File: src/rtl/clk_switch_pkg.sv
`timescale 1ns/1ps
package clk_switch_pkg;

    localparam int WORD_W = 25;

    typedef enum logic [1:0] {
        SRC_RC_FAST = 2'd0,
        SRC_RC_SLOW = 2'd1,
        SRC_XTAL    = 2'd2,
        SRC_PLL     = 2'd3
    } src_e;

    typedef struct packed {
        logic        pll_on;
        logic [6:0]  ref_div;
        logic [10:0] fb_mul;
        logic [4:0]  out_div;
        logic [1:0]  osc_drive;
    } osc_ctrl_t;

    // decoded controls of an all-zero mode word
    localparam osc_ctrl_t CTRL_RESET = '{
        pll_on:    1'b0,
        ref_div:   7'd1,
        fb_mul:    11'd1,
        out_div:   5'd2,
        osc_drive: 2'd0
    };

    // internal RC sources need no settle time
    function automatic logic is_rc(input src_e s);
        return (s == SRC_RC_FAST) || (s == SRC_RC_SLOW);
    endfunction

endpackage

File: src/rtl/clk_word_decode.sv
`timescale 1ns/1ps
module clk_word_decode
    import clk_switch_pkg::*;
(
    input  logic [WORD_W-1:0] word,
    output osc_ctrl_t         ctrl,
    output src_e              target
);
    logic [5:0] div_f;
    logic [9:0] mul_f;
    logic [3:0] post_f;

    always_comb begin
        div_f  = word[23:18];
        mul_f  = word[17:8];
        post_f = word[7:4];

        ctrl.pll_on    = word[24];
        ctrl.ref_div   = {1'b0, div_f} + 7'd1;
        ctrl.fb_mul    = {1'b0, mul_f} + 11'd1;
        // the all-ones code means no division; other codes give even ratios
        ctrl.out_div   = (post_f == 4'hF) ? 5'd1 : ({post_f, 1'b0} + 5'd2);
        ctrl.osc_drive = word[3:2];
        target         = src_e'(word[1:0]);
    end
endmodule

File: src/rtl/settle_timer.sv
`timescale 1ns/1ps
module settle_timer #(
    parameter int SETTLE_CYCLES = 200000
) (
    input  logic clk,
    input  logic rst_n,
    input  logic start,
    input  logic abort,
    output logic running,
    output logic expired
);
    localparam int CNT_W = $clog2(SETTLE_CYCLES + 1);
    localparam logic [CNT_W-1:0] LOAD_VAL = CNT_W'(SETTLE_CYCLES - 1);

    typedef struct packed {
        logic             run;
        logic [CNT_W-1:0] cnt;
    } tmr_t;

    tmr_t tmr_d, tmr_q;

    always_comb begin
        tmr_d = tmr_q;
        if (start) begin
            tmr_d.run = 1'b1;
            tmr_d.cnt = LOAD_VAL;
        end else if (abort) begin
            tmr_d.run = 1'b0;
            tmr_d.cnt = '0;
        end else if (tmr_q.run) begin
            if (tmr_q.cnt == '0) begin
                tmr_d.run = 1'b0;
            end else begin
                tmr_d.cnt = tmr_q.cnt - 1'b1;
            end
        end
    end

    always_ff @(posedge clk or negedge rst_n) begin
        if (!rst_n) begin
            tmr_q <= '0;
        end else begin
            tmr_q <= tmr_d;
        end
    end

    assign running = tmr_q.run;
    assign expired = tmr_q.run && (tmr_q.cnt == '0) && !start && !abort;
endmodule

File: src/rtl/clk_switch_seq.sv
`timescale 1ns/1ps
module clk_switch_seq
    import clk_switch_pkg::*;
#(
    parameter int SETTLE_CYCLES = 200000
) (
    input  logic              clk,
    input  logic              rst_n,
    input  logic              cfg_wr,
    input  logic [WORD_W-1:0] cfg_word,
    output logic              pll_on,
    output logic [6:0]        ref_div,
    output logic [10:0]       fb_mul,
    output logic [4:0]        out_div,
    output logic [1:0]        osc_drive,
    output logic [1:0]        src_sel,
    output logic              busy,
    output logic              done
);
    typedef struct packed {
        osc_ctrl_t ctrl;
        src_e      src;
        src_e      pend;
        logic      done;
    } seq_t;

    localparam seq_t SEQ_RESET = '{
        ctrl: CTRL_RESET,
        src:  SRC_RC_FAST,
        pend: SRC_RC_FAST,
        done: 1'b0
    };

    seq_t      seq_d, seq_q;
    osc_ctrl_t dec_ctrl;
    src_e      dec_target;
    logic      tmr_start, tmr_abort, tmr_running, tmr_expired;

    clk_word_decode u_dec (
        .word   (cfg_word),
        .ctrl   (dec_ctrl),
        .target (dec_target)
    );

    settle_timer #(.SETTLE_CYCLES(SETTLE_CYCLES)) u_tmr (
        .clk     (clk),
        .rst_n   (rst_n),
        .start   (tmr_start),
        .abort   (tmr_abort),
        .running (tmr_running),
        .expired (tmr_expired)
    );

    always_comb begin
        seq_d      = seq_q;
        seq_d.done = 1'b0;
        tmr_start  = 1'b0;
        tmr_abort  = 1'b0;
        if (cfg_wr) begin
            // oscillator and PLL fields always apply at once
            seq_d.ctrl = dec_ctrl;
            if (is_rc(dec_target)) begin
                seq_d.src  = dec_target;
                seq_d.done = 1'b1;
                tmr_abort  = 1'b1;
            end else begin
                seq_d.pend = dec_target;
                tmr_start  = 1'b1;
            end
        end else if (tmr_expired) begin
            seq_d.src  = seq_q.pend;
            seq_d.done = 1'b1;
        end
    end

    always_ff @(posedge clk or negedge rst_n) begin
        if (!rst_n) begin
            seq_q <= SEQ_RESET;
        end else begin
            seq_q <= seq_d;
        end
    end

    assign pll_on    = seq_q.ctrl.pll_on;
    assign ref_div   = seq_q.ctrl.ref_div;
    assign fb_mul    = seq_q.ctrl.fb_mul;
    assign out_div   = seq_q.ctrl.out_div;
    assign osc_drive = seq_q.ctrl.osc_drive;
    assign src_sel   = seq_q.src;
    assign busy      = tmr_running;
    assign done      = seq_q.done;
endmodule

File: config.mk
export PLATFORM = sky130hd
export DESIGN_NAME = clk_switch_seq
export DESIGN_NICKNAME = d
export VERILOG_FILES = /design/src/rtl/clk_switch_pkg.sv /design/src/rtl/clk_word_decode.sv /design/src/rtl/settle_timer.sv /design/src/rtl/clk_switch_seq.sv
export SDC_FILE = /design/constraint.sdc
export NUM_CORES = 1
export LEC_CHECK = 0
export BUFFER_PORTS_ARGS = -buffer_cell sky130_fd_sc_hd__buf_2
export CAP_MARGIN = 20
export CORE_UTILIZATION = 32
export DETAILED_ROUTE_END_ITERATION = 12
export HOLD_SLACK_MARGIN = 0.12
export PLACE_DENSITY = 0.59
export SYNTH_ARGS = -nofsm -noshare
export SYNTH_HDL_FRONTEND = slang
export SYNTH_HIERARCHICAL = 1
export SYNTH_SLANG_ARGS = --single-unit
File: constraint.sdc
create_clock -name clk -period 2.15 [get_ports clk]
set_input_delay 0.43 -clock clk [delete_from_list [all_inputs] [get_ports clk]]
set_output_delay 0.43 -clock clk [all_outputs]
set_load 0.01 [all_outputs]
# == Word level (Yosys, flattened, before mapping) ==
# Index checks and enable logic that the tools add are counted.
# op_classes
mul,0
muxes,15
bitwise_logic,1
shift,0
addsub,4
order_cmp,0
reduce_logical,13
div,0
eq_ne,4
# op_table
cell,count
$mux W19,3
$logic_not A18 Y1,1
$mux W18,1
$sub A18 B1 Y18 const B,1
$add A10 B1 Y11 const B,1
$add A6 B1 Y7 const B,1
$mux W1,7
$mux W2,3
$reduce_and A2 Y1,3
$add A5 B2 Y5 const B,1
$mux W5,1
$eq A4 B4 Y1 const B,1
$logic_and A1 B1 Y1,3
$ne A3 B1 Y1 const B,1
$reduce_bool A3 Y1,1
$eq A2 B1 Y1 const B,1
$logic_not A1 Y1,2
$logic_not A2 Y1,1
$ne A2 B1 Y1 const B,1
$reduce_bool A2 Y1,1
$logic_or A1 B1 Y1,1
$not A1 Y1,1
# word_totals
regBits,50
ramBits,0
output_inout_bits,30
mem_count,0
latch_bits,0
rom_bits,0
input_bits,28

# == Logic depth before layout (Yosys ltp) ==
# Gate-level depths: netlist (run 1).
# logic_depth
word_depth,9
depth_mapped,8
ltp_nobuf,7

# == By module ==
# Netlist (run 1), hierarchy kept.
# by_module_without_submodules
mod,cells_each,area_each_um2,n_inst
clk_switch_seq,99,1393.8,1
settle_timer,129,1197.4,1
clk_word_decode,49,337.8,1

# == Worst setup path after synthesis (run 1) ==
# Ideal clock, no wire load.
# synth_path
path_kind,reg2reg
start,register u_tmr/tmr_q[15] (netlist name)
end,"register seq_q, in the netlist src_sel[1]"
path_buffers,0
period_less_slack_ps,1947
slack_ps,203
required_time_ps,2027
path_stages_with_launch,6
arrival_ps,1825
path_cell_list,dfrtp_1 nor4_1 nand4_1 nor3_1 mux2i_1 o2bb2ai_1
# synth_via
elab_chain_len,6
# synth_lines
element,line,source
start: declaration,settle_timer.sv:20,"tmr_t tmr_d, tmr_q;"
start signal: assignment,settle_timer.sv:43,tmr_q <= tmr_d;
$logic_not A18 Y1,settle_timer.sv:48,assign expired = tmr_q.run && (tmr_q.cnt == '0) && !start && !abort;
$logic_and A1 B1 Y1 (3 in series),settle_timer.sv:48,
net tmr_expired,clk_switch_seq.sv:37,"logic tmr_start, tmr_abort, tmr_running, tmr_expired;"
$reduce_bool A2 Y1 (no line),-,
$reduce_and A2 Y1 (no line),-,
end signal: assignment,clk_switch_seq.sv:80,seq_q <= seq_d;
end: declaration,clk_switch_seq.sv:34,"seq_t seq_d, seq_q;"
# The timed path passes the listed nets, and every way through them passes these cells.
# A chain may end at the register's enable or synchronous reset.

# == Final worst setup path (run 1) ==
# layout_path
start,register u_tmr/tmr_q[0] (netlist name)
end,"register seq_q, in the netlist src_sel[0]"
# The elaborated chain is that of the path after synthesis.

==> results.ini, run 1 <==
[floorplan]
io_pins = 58
die-area_mm2 = 0.009539
num_rows = 34
core_mm2 = 0.008806
die_w_um = 97.67
die_h_um = 97.67
initial_utilization_pct = 33.26

[power_and_ir_drop]
p_switching_uw = 661.6
p_comb_share_pct = 20.7
switching_share_pct = 30.25
pwr-share-seq_pct = 51.5
p_per_area_mw_per_mm2 = 666.9
power_frac_clock_pct = 27.8
leakage_uw = 0.001453
internal-power_uw = 1526
ir_drop_mv = 0.2690

[timing]
worst_pin_slew_ns = 0.5261
fin_ws_ns = 0.1438
skew_ns = 0.01273
min_period_ns = 2.006
timing_hold_violations_final = 0
tns_ns = 0
maxSlewHeadroom_pct = 64.93
setup_viol = 0
finalCritPeriodShare_pct = 93.31
drv_slew = 0
clock.fmax_mhz = 498.4
rsz0062_at_grt = false

[clock_network]
cts_tree = done
clk_pin_slew_ns = 0.11
cts.sink_count = 50
htreeDepth = 2
clock_path_buffers = 2
clock_latency_ns = 0.32
cts-root-buf = clkbuf_8
cts-buffers-inserted = 5

[worst_setup_path]
crit_path_max_fanout = 5
crit_arrival_ns = 2.20
required_ns = 2.35
crit_type = reg2reg
critPathCaptureType = register
startpoint_type = register

[final_layout]
num_antenna_cells = 0
layout_common_cells = 57 x buf_2, 47 x dfrtp_1, 26 x mux2_2
multi_input_area_mm2 = 0.001340
nFillCells = 896
mostFrequentLayoutCell = buf_2
regArea_mm2 = 0.001255
final_nets = 346
drive_above_1_share_pct = 38.41
syn2layout_area_growth_pct = 11.96

[placement]
hpwl_mm = 4.338
pre_cts_slack_ns = 0.1559
gp_congestion = 0.7904
port_buffers = 57

[drt]
dr.first_iter.drc_count = 118
vias = 2209
drc = 20
dr.pass1.iters = 8
wirelength_mm = 5.898
post_drt_via_cell_ratio = 5.222
wl_per_cell_um = 13.94
ant_nets = 0

[synth]
syn_inst = 277
synth_edf_count = 0
synth_flop_cell = dfrtp_1
synth_top_area_share_pct = 40.15
yosysTopAreaCell = dfrtp_1
synthesis.area_mm2 = 0.002929
synth-seq-area-share_pct = 42.84
ys_ff_latch = 50
synth_fp_nets = 309
yosysUniqueCellTypes = 55
synth.area.top_cells = dfrtp_1 40%, mux2_2 10%, buf_4 8.7%
synth_top_family_by_area = simple AND/OR/NAND/NOR gates
synth.avg_cell_area_um2 = 10.57
synthArstFlopShare_pct = 100.0
synth-compound-area-share_pct = 10.38
synth_simple_gate_area_share_pct = 17.60
synth_fa_ha_area_share_pct = 1.709
synth-xor-area-share_pct = 3.887
synth.mux.area_fraction_pct = 12.09
synth_warnings = 6

[grt]
grt_pass1_vias = 2158
antenna_found_initial = 0
grt_pass1_wl_mm = 10.28
grt_max_degree = 30
overflow = 0
grt_util_all_layers_pct = 13.27

[job]
max-cap-violations = 0

[worst_hold_path]
hp-class = in2reg

[run_status]
outcome = finished with violations
violations = design-rule violations

worst max-delay path: stages, from the launching register on:
cell      delay, ns
dfrtp_1        0.41
inv_1          0.12
ha_2           0.23
and4bb_2       0.29
nand4_1        0.17
nor3_1         0.24
buf_4          0.16
mux2i_1        0.19
mux2i_1        0.09
layout make-up:
| class | count | area share (%) |
|---|---|---|
| Timing Repair Buffer | 71 | 12.36 |
| Clock inverter | 2 | 0.4960 |
| Multi-Input combinational cell | 174 | 40.86 |
| Clock buffer | 6 | 2.518 |
| Inverter | 12 | 1.374 |
| Tap cell | 108 | 4.121 |
| Sequential cell | 50 | 38.27 |
registers in the layout (all words and copies together), names as in the netlist:
| register | cells |
|---|---|
| pll_on | 1 |
| done | 1 |
| u_tmr/tmr_q | 18 |
| ref_div | 7 |
| seq_q | 2 |
| osc_drive | 2 |
| u_tmr/running | 1 |
| out_div | 5 |
| fb_mul | 11 |
| src_sel | 2 |
synthesized netlist by cell type, types with 2 or more instances:
cell type,n
inv_1,12
o41ai_1,2
buf_2,2
buf_4,34
nand2b_1,2
and3_1,6
nor4_1,3
or4_1,7
nand4_1,5
o21ai_0,8
nor4b_1,3
a21oi_1,8
xnor2_1,6
clkbuf_1,4
nor2_1,9
or2_2,2
dfrtp_1,47
o211a_1,2
nand2_1,11
o311ai_0,3
or3_1,4
mux2_2,26
dfstp_2,3
o31ai_1,6
nand3_1,11
nor3_1,5
nor4_2,2
o2111ai_1,2
xor2_1,7
ha_1,4
a31oi_1,3
mux2i_1,5
final timing paths:
check	from	endpoint	slack (ns)	depth (start not counted)
hold reg to reg	seq_q[2]$_DFFE_PN0P_	seq_q[2]$_DFFE_PN0P_	0.48	1
setup / recovery	u_tmr/tmr_q[0]$_DFFE_PN0P_	src_sel[0]$_DFFE_PN0P_	0.14	8
setup reg to reg	u_tmr/tmr_q[0]$_DFFE_PN0P_	src_sel[0]$_DFFE_PN0P_	0.14	8
max in group asynchronous	rst_n	ref_div[0]$_DFFE_PN1P_	0.93	3
hold / removal	cfg_word[24]	pll_on$_DFFE_PN0P_	0.33	2
min in group asynchronous	rst_n	fb_mul[3]$_DFFE_PN0P_	0.62	2
what timing repair did:
action | in CTS | in global routing
setup endpoints to repair | 0 | 4
resized for setup | 0 | 1
hold endpoints to repair | 19 | 0
hold buffers | 1 | 0
buffers inserted | 0 | 1
per-layer routing:
metal	track usage [%]	share of wire (%)	up-vias
met5	0	0	-
met4	4.312	0.90	0
met3	3.094	5.4	5
met2	21.28	46	55
met1	17.60	48	1086
li1	-	-	1063
stage by stage:
stage | total power, uW | hold slack, ns | instances | cell area (um2) | utilization, %
2_1_floorplan | 1489 | 0.1344 | 277 | 2929 | -
3_3_place_gp | 1589 | 0.4408 | 413 | 3161 | 35.89
3_5_place_dp | 1599 | 0.4456 | 413 | 3161 | 35.89
4_1_cts | 2216 | 0.3289 | 422 | 3269 | 37.13
5_1_grt | 2321 | 0.3329 | 423 | 3279 | 37.24
6_report | 2187 | 0.3347 | 423 | 3279 | 37.24
cells by family after synthesis:
family                   count (synthesis)
adder cells (fa/ha/maj)                  4
multiplexers                            32
flip-flops                              50
AND/OR/NAND/NOR                         82
AO/OA/AOI/OAI                           43
XOR/XNOR                                13
buffers and inverters                   53
power by group through the flow:
| stage | sequential (uW) | clock [uW] | combinational, uW |
|---|---|---|---|
| final | 1130 | 609 | 452 |
| after global routing | 1140 | 670 | 508 |
| after CTS | 1130 | 631 | 456 |
| after detailed placement | 1150 | 0 | 453 |
| after global placement | 1140 | 0 | 448 |
| after floorplan | 1120 | 0 | 368 |
(Power assumes the default switching activity.)
==> inputs of run 2 (changes only) <==
==> constraint.sdc (replaced) <==
create_clock -name clk -period 2.6 [get_ports clk]
set_input_delay 0.52 -clock clk [delete_from_list [all_inputs] [get_ports clk]]
set_output_delay 0.52 -clock clk [all_outputs]
set_load 0.01 [all_outputs]
==> results.ini, run 2 (same netlist as run 1, synthesis figures left out) <==
[run_status]
outcome = finished with violations
violations = design-rule violations

[worst_setup_path]
cp.depth = 4
crit_path_max_fanout = 12
crit_arrival_ns = 2.36
critPathLaunch = u_tmr/running$_DFF_PN0_
critPathTopFamily = simple AND/OR/NAND/NOR gates
critical_path.cell_chain = or3b_2, a41o_1, or4_2, a21oi_1
startpoint_type = register
crit_type = reg2reg
max_stage_delay_ns = 0.55
worst_r2r_path_depth = 4
critPathCaptureType = register
r2r_start = u_tmr/running$_DFF_PN0_
cp_slowest_cell = or3b_2
path_buf_inv = 0
required_ns = 2.83

[grt]
grt_pass1_vias = 2170
grt_util_all_layers_pct = 12.82
antenna_found_initial = 0
grt_max_degree = 30
overflow = 0
grt_pass1_wl_mm = 10.03

[drt]
wirelength_mm = 5.678
dr.pass1.iters = 8
vias = 2181
drc = 20
post_drt_via_cell_ratio = 5.243
dr.first_iter.drc_count = 128
ant_nets = 0
wl_per_cell_um = 13.65

[floorplan]
die-area_mm2 = 0.009539
io_pins = 58
initial_utilization_pct = 33.26
die_w_um = 97.67
die_h_um = 97.67
core_mm2 = 0.008806
num_rows = 34

[power_and_ir_drop]
switching_share_pct = 29.23
internal-power_uw = 1249
p_switching_uw = 515.6
p_comb_share_pct = 20.3
p_per_area_mw_per_mm2 = 548.2
power_frac_clock_pct = 26.7
pwr-share-seq_pct = 53.0
leakage_uw = 0.001422
ir_drop_mv = 0.2307

[final_layout]
nFillCells = 883
num_antenna_cells = 0
mostFrequentLayoutCell = buf_2
final_nets = 339
syn2layout_area_growth_pct = 9.868
regArea_mm2 = 0.001255
largest_reg_flops = 18
largest-register = u_tmr/tmr_q
multi_input_area_mm2 = 0.001338
layout_common_cells = 57 x buf_2, 47 x dfrtp_1, 26 x mux2_2
final_util_pct = 36.54
drive_above_1_share_pct = 37.01

[clock_network]
cts-buffers-inserted = 5
cts_tree = done
post_cts_buffers = 0
clock_latency_ns = 0.30
htreeDepth = 2
hold_buffers = 0
cts-root-buf = clkbuf_8
ctsResizeCount = 0
cts.sink_count = 50
clk_pin_slew_ns = 0.09
clock_path_buffers = 2

[job]
max-cap-violations = 0

[timing]
maxSlewHeadroom_pct = 65.89
worst_pin_slew_ns = 0.5116
tns_ns = 0
rsz0062_at_grt = false
drv_slew = 0
finalCritPeriodShare_pct = 82.23
clock.fmax_mhz = 467.7
timing_hold_violations_final = 0
setup_viol = 0
min_period_ns = 2.138
skew_ns = 0.007718

[worst_hold_path]
hp-class = in2async

[placement]
gp_congestion = 0.8722
hpwl_mm = 4.198
port_buffers = 57

-- run 2: cell count changes in the layout (fill, tap and decap cells not counted), sizes merged --
cell / change
buf: -6
inv: -1
clkinv: +1
dlygate4sd3: -1
-- run 2: worst paths after layout --
check                                             endpoint  slack [ns]
worst max-delay path            u_tmr/tmr_q[9]$_DFFE_PN0P_        0.46
worst min-delay path                 fb_mul[1]$_DFFE_PN0P_        0.18
worst max register to register  u_tmr/tmr_q[9]$_DFFE_PN0P_        0.46
worst min register to register        seq_q[2]$_DFFE_PN0P_        0.48
max in group asynchronous           ref_div[0]$_DFFE_PN1P_        1.82
min in group clk                  osc_drive[1]$_DFFE_PN0P_        0.44
-- run 2: metal layers --
| metal | global-route usage [%] | share of wire, % | vias up |
|---|---|---|---|
| li1 | - | - | 1050 |
| met1 | 16.33 | 47 | 1064 |
| met2 | 21.39 | 46 | 60 |
| met3 | 3.165 | 5.2 | 7 |
| met4 | 3.846 | 1.3 | 0 |
| met5 | 0 | 0 | - |
-- run 2: final cells by class --
| cell class | count | area share, % |
|---|---|---|
| clock inverters | 2 | 0.3888 |
| repair buffers | 64 | 10.89 |
| well taps | 108 | 4.199 |
| inverters | 12 | 1.400 |
| multi-input cells | 174 | 41.56 |
| flip-flops and latches | 50 | 39.00 |
| clock buffers | 6 | 2.566 |
-- run 2: stage by stage --
| step | hold WS (ns) | power [uW] | area [um2] | std cells | worst slack [ns] |
|---|---|---|---|---|---|
| CTS | 0.1951 | 1789 | 3218 | 416 | 0.4593 |
| detailed placement | 0.4648 | 1312 | 3123 | 408 | 0.3894 |
| floorplan | 0.2244 | 1231 | 2929 | 277 | 0.5970 |
| global route | 0.2120 | 1877 | 3218 | 416 | 0.2533 |
| global placement | 0.4611 | 1307 | 3123 | 408 | 0.4562 |
| finish | 0.1813 | 1764 | 3218 | 416 | 0.4619 |
-- run 2: worst register-to-register path, delay by kind of cell (launching register included) --
family / cells / cell delay [ns]
compound gates: 2 / 0.44
flops: 1 / 0.53
simple gates: 2 / 1.10
-- run 2: power by group through the flow --
| stage | sequential [uW] | combinational (uW) | clock [uW] |
|---|---|---|---|
| after floorplan | 927 | 304 | 0 |
| after global placement | 947 | 359 | 0 |
| after detailed placement | 951 | 361 | 0 |
| after CTS | 936 | 363 | 490 |
| after global routing | 948 | 404 | 525 |
| final | 935 | 359 | 470 |
==> inputs of run 3 (changes only) <==
--- a/config.mk
+++ b/config.mk
@@ -5,6 +5,7 @@
 export SDC_FILE = /design/constraint.sdc
 export NUM_CORES = 1
 export LEC_CHECK = 0
+export ABC_AREA = 1
 export BUFFER_PORTS_ARGS = -buffer_cell sky130_fd_sc_hd__buf_2
 export CAP_MARGIN = 20
 export CORE_UTILIZATION = 32
==> constraint.sdc (replaced) <==
create_clock -name clk -period 2.2 [get_ports clk]
set_input_delay 0.44 -clock clk [delete_from_list [all_inputs] [get_ports clk]]
set_output_delay 0.44 -clock clk [all_outputs]
set_load 0.01 [all_outputs]
==> results.ini, run 3 <==
[synth]
synth.area.top_cells = dfrtp_1 38%, nand2_1 19%, buf_4 8.0%
synth_commonest_cells = 157 x nand2_1, 47 x dfrtp_1, 41 x inv_1
synth_fp_nets = 445
synth.avg_cell_area_um2 = 7.495
synth_flop_cell = dfrtp_1
synthesis.area_mm2 = 0.003095
yosysUniqueCellTypes = 29
yosys.cell_count.top_type = nand2_1
synthArstFlopShare_pct = 100.0
synth_warnings = 6
ys_ff_latch = 50
synth_top_area_share_pct = 38.00
syn_inst = 413
yosysTopAreaCell = dfrtp_1
synth_edf_count = 0
synth-seq-area-share_pct = 40.54

[worst_setup_path]
critPathCaptureType = register
crit_arrival_ns = 2.00
required_ns = 2.45
crit_type = reg2reg
reg2reg_slack_ns = 0.45
crit_path_max_fanout = 5
crit-reg2reg-capture = src_sel[0]$_DFFE_PN0P_
worst_r2r_path_depth = 10
r2r_start = u_tmr/tmr_q[0]$_DFFE_PN0P_
startpoint_type = register

[timing]
drv_slew = 0
timing_hold_violations_final = 0
setup_viol = 0
maxSlewHeadroom_pct = 72.22
skew_ns = 0.009847
clock.fmax_mhz = 572.0
worst_pin_slew_ns = 0.4162
fin_ws_ns = 0.4518
rsz0062_at_grt = false
min_period_ns = 1.748
hold-worst-slack_ns = 0.1180
finalCritPeriodShare_pct = 79.46
tns_ns = 0

[grt]
grt_pass1_vias = 2417
grt_max_degree = 51
antenna_found_initial = 0
busiest_layer = met2
grt_util_all_layers_pct = 13.49
grt_pass1_wl_mm = 10.87
met3_usage_pct = 3.482
use_met1_pct = 17.57
use_met2_pct = 22.34
overflow = 0

[drt]
dr.pass1.iters = 4
drc = 0
post_drt_via_cell_ratio = 4.313
wirelength_mm = 6.239
wl_per_cell_um = 10.93
ant_nets = 0
dr.first_iter.drc_count = 120
vias = 2463

[floorplan]
die_h_um = 100.4
die-area_mm2 = 0.01007
num_rows = 35
die_w_um = 100.4
io_pins = 58
core_mm2 = 0.009284
initial_utilization_pct = 33.34

[final_layout]
nFillCells = 1038
final_nets = 473
syn2layout_area_growth_pct = 8.892
mostFrequentLayoutCell = nand2_1
num_antenna_cells = 0
drive_above_1_share_pct = 22.62
layout_common_cells = 157 x nand2_1, 57 x buf_2, 47 x dfrtp_1
largest_reg_flops = 18
largest-register = u_tmr/tmr_q

[clock_network]
clock_path_buffers = 2
cts_tree = done
clk_pin_slew_ns = 0.10
cts-root-buf = clkbuf_8
cts-buffers-inserted = 5
htreeDepth = 2
cts.sink_count = 50
clock_latency_ns = 0.30
post_cts_buffers = 0
hold_buffers = 0
ctsResizeCount = 0

[placement]
port_buffers = 57
pre_cts_slack_ns = 0.4306
gp_congestion = 0.7979
hpwl_mm = 4.652

[power_and_ir_drop]
p_per_area_mw_per_mm2 = 684.2
leakage_uw = 0.001880
ir_drop_mv = 0.2275

[job]
max-cap-violations = 0

[run_status]
outcome = finished, final reports clean

[worst_hold_path]
hp-class = in2async

-- run 3: cell count changes after synthesis, moves of 8 or more --
| cell | previous run | this run |
|---|---|---|
| nand2_2 | 0 | 8 |
| inv_1 | 12 | 41 |
| mux2_2 | 26 | 0 |
| nor2_1 | 9 | 29 |
| nand3_1 | 11 | 36 |
| nand2_1 | 11 | 157 |
-- run 3: critical path, stage by stage, from the launching register on --
cell and delay [ns]:
dfrtp_1 0.38, inv_1 0.12, ha_1 0.21, nand2_2 0.13, nor2_8 0.17, nand3_4 0.12
nor3_1 0.21, nand2_1 0.15, nand2_2 0.10, nand2_1 0.05, nand2_1 0.05
-- run 3: kinds of logic (layout without fill, tap and decap cells) --
logic type	after synthesis	count (layout)	share of synthesized area [%]
AO/OA/AOI/OAI	6	6	1.051
AND/OR/NAND/NOR	256	256	37.07
flip-flops	50	50	40.54
adder cells (fa/ha/maj)	4	4	1.617
buffers and inverters	84	113	16.05
XOR/XNOR	13	13	3.678
-- run 3: area by class of cell --
type,count,area (um2),share of cell area (%)
flip-flops and latches,50,1255,37.23
clock buffers,5,68.82,2.042
multi-input cells,279,1344,39.87
inverters,43,162.7,4.826
clock inverters,3,43.79,1.299
repair buffers,62,335.3,9.948
well taps,129,161.4,4.788
-- run 3: power by group --
part           switching (uW)  internal, uW
clock network             324           341
logic                     323           206
registers                90.1          1020
-- run 3: routing by layer --
layer	share of wire, %	routed length [um]
met1	47	2908
met2	47	2955
met5	0	0
met4	0.74	46
met3	5.3	328
-- run 3: stage by stage --
stage	power [uW]	util, %	std cells	area, um2
floorplan	1553	-	413	3095
global placement	1652	35.09	563	3258
detailed placement	1667	35.09	563	3258
CTS	2348	36.31	571	3371
global route	2469	36.31	571	3371
finish	2306	36.31	571	3371
-- run 3: how the worst max path moves through the flow --
stage / cells past startpoint / end / startpoint
finish: 10 / src_sel[0]$_DFFE_PN0P_ / u_tmr/tmr_q[0]$_DFFE_PN0P_
global route: 10 / src_sel[0]$_DFFE_PN0P_ / u_tmr/tmr_q[0]$_DFFE_PN0P_
CTS: 10 / u_tmr/tmr_q[4]$_DFFE_PN0P_ / u_tmr/tmr_q[0]$_DFFE_PN0P_
detailed placement: 9 / src_sel[0]$_DFFE_PN0P_ / u_tmr/tmr_q[0]$_DFFE_PN0P_
global placement: 9 / src_sel[0]$_DFFE_PN0P_ / u_tmr/tmr_q[0]$_DFFE_PN0P_
floorplan: 10 / src_sel[0]$_DFFE_PN0P_ / cfg_word[1]
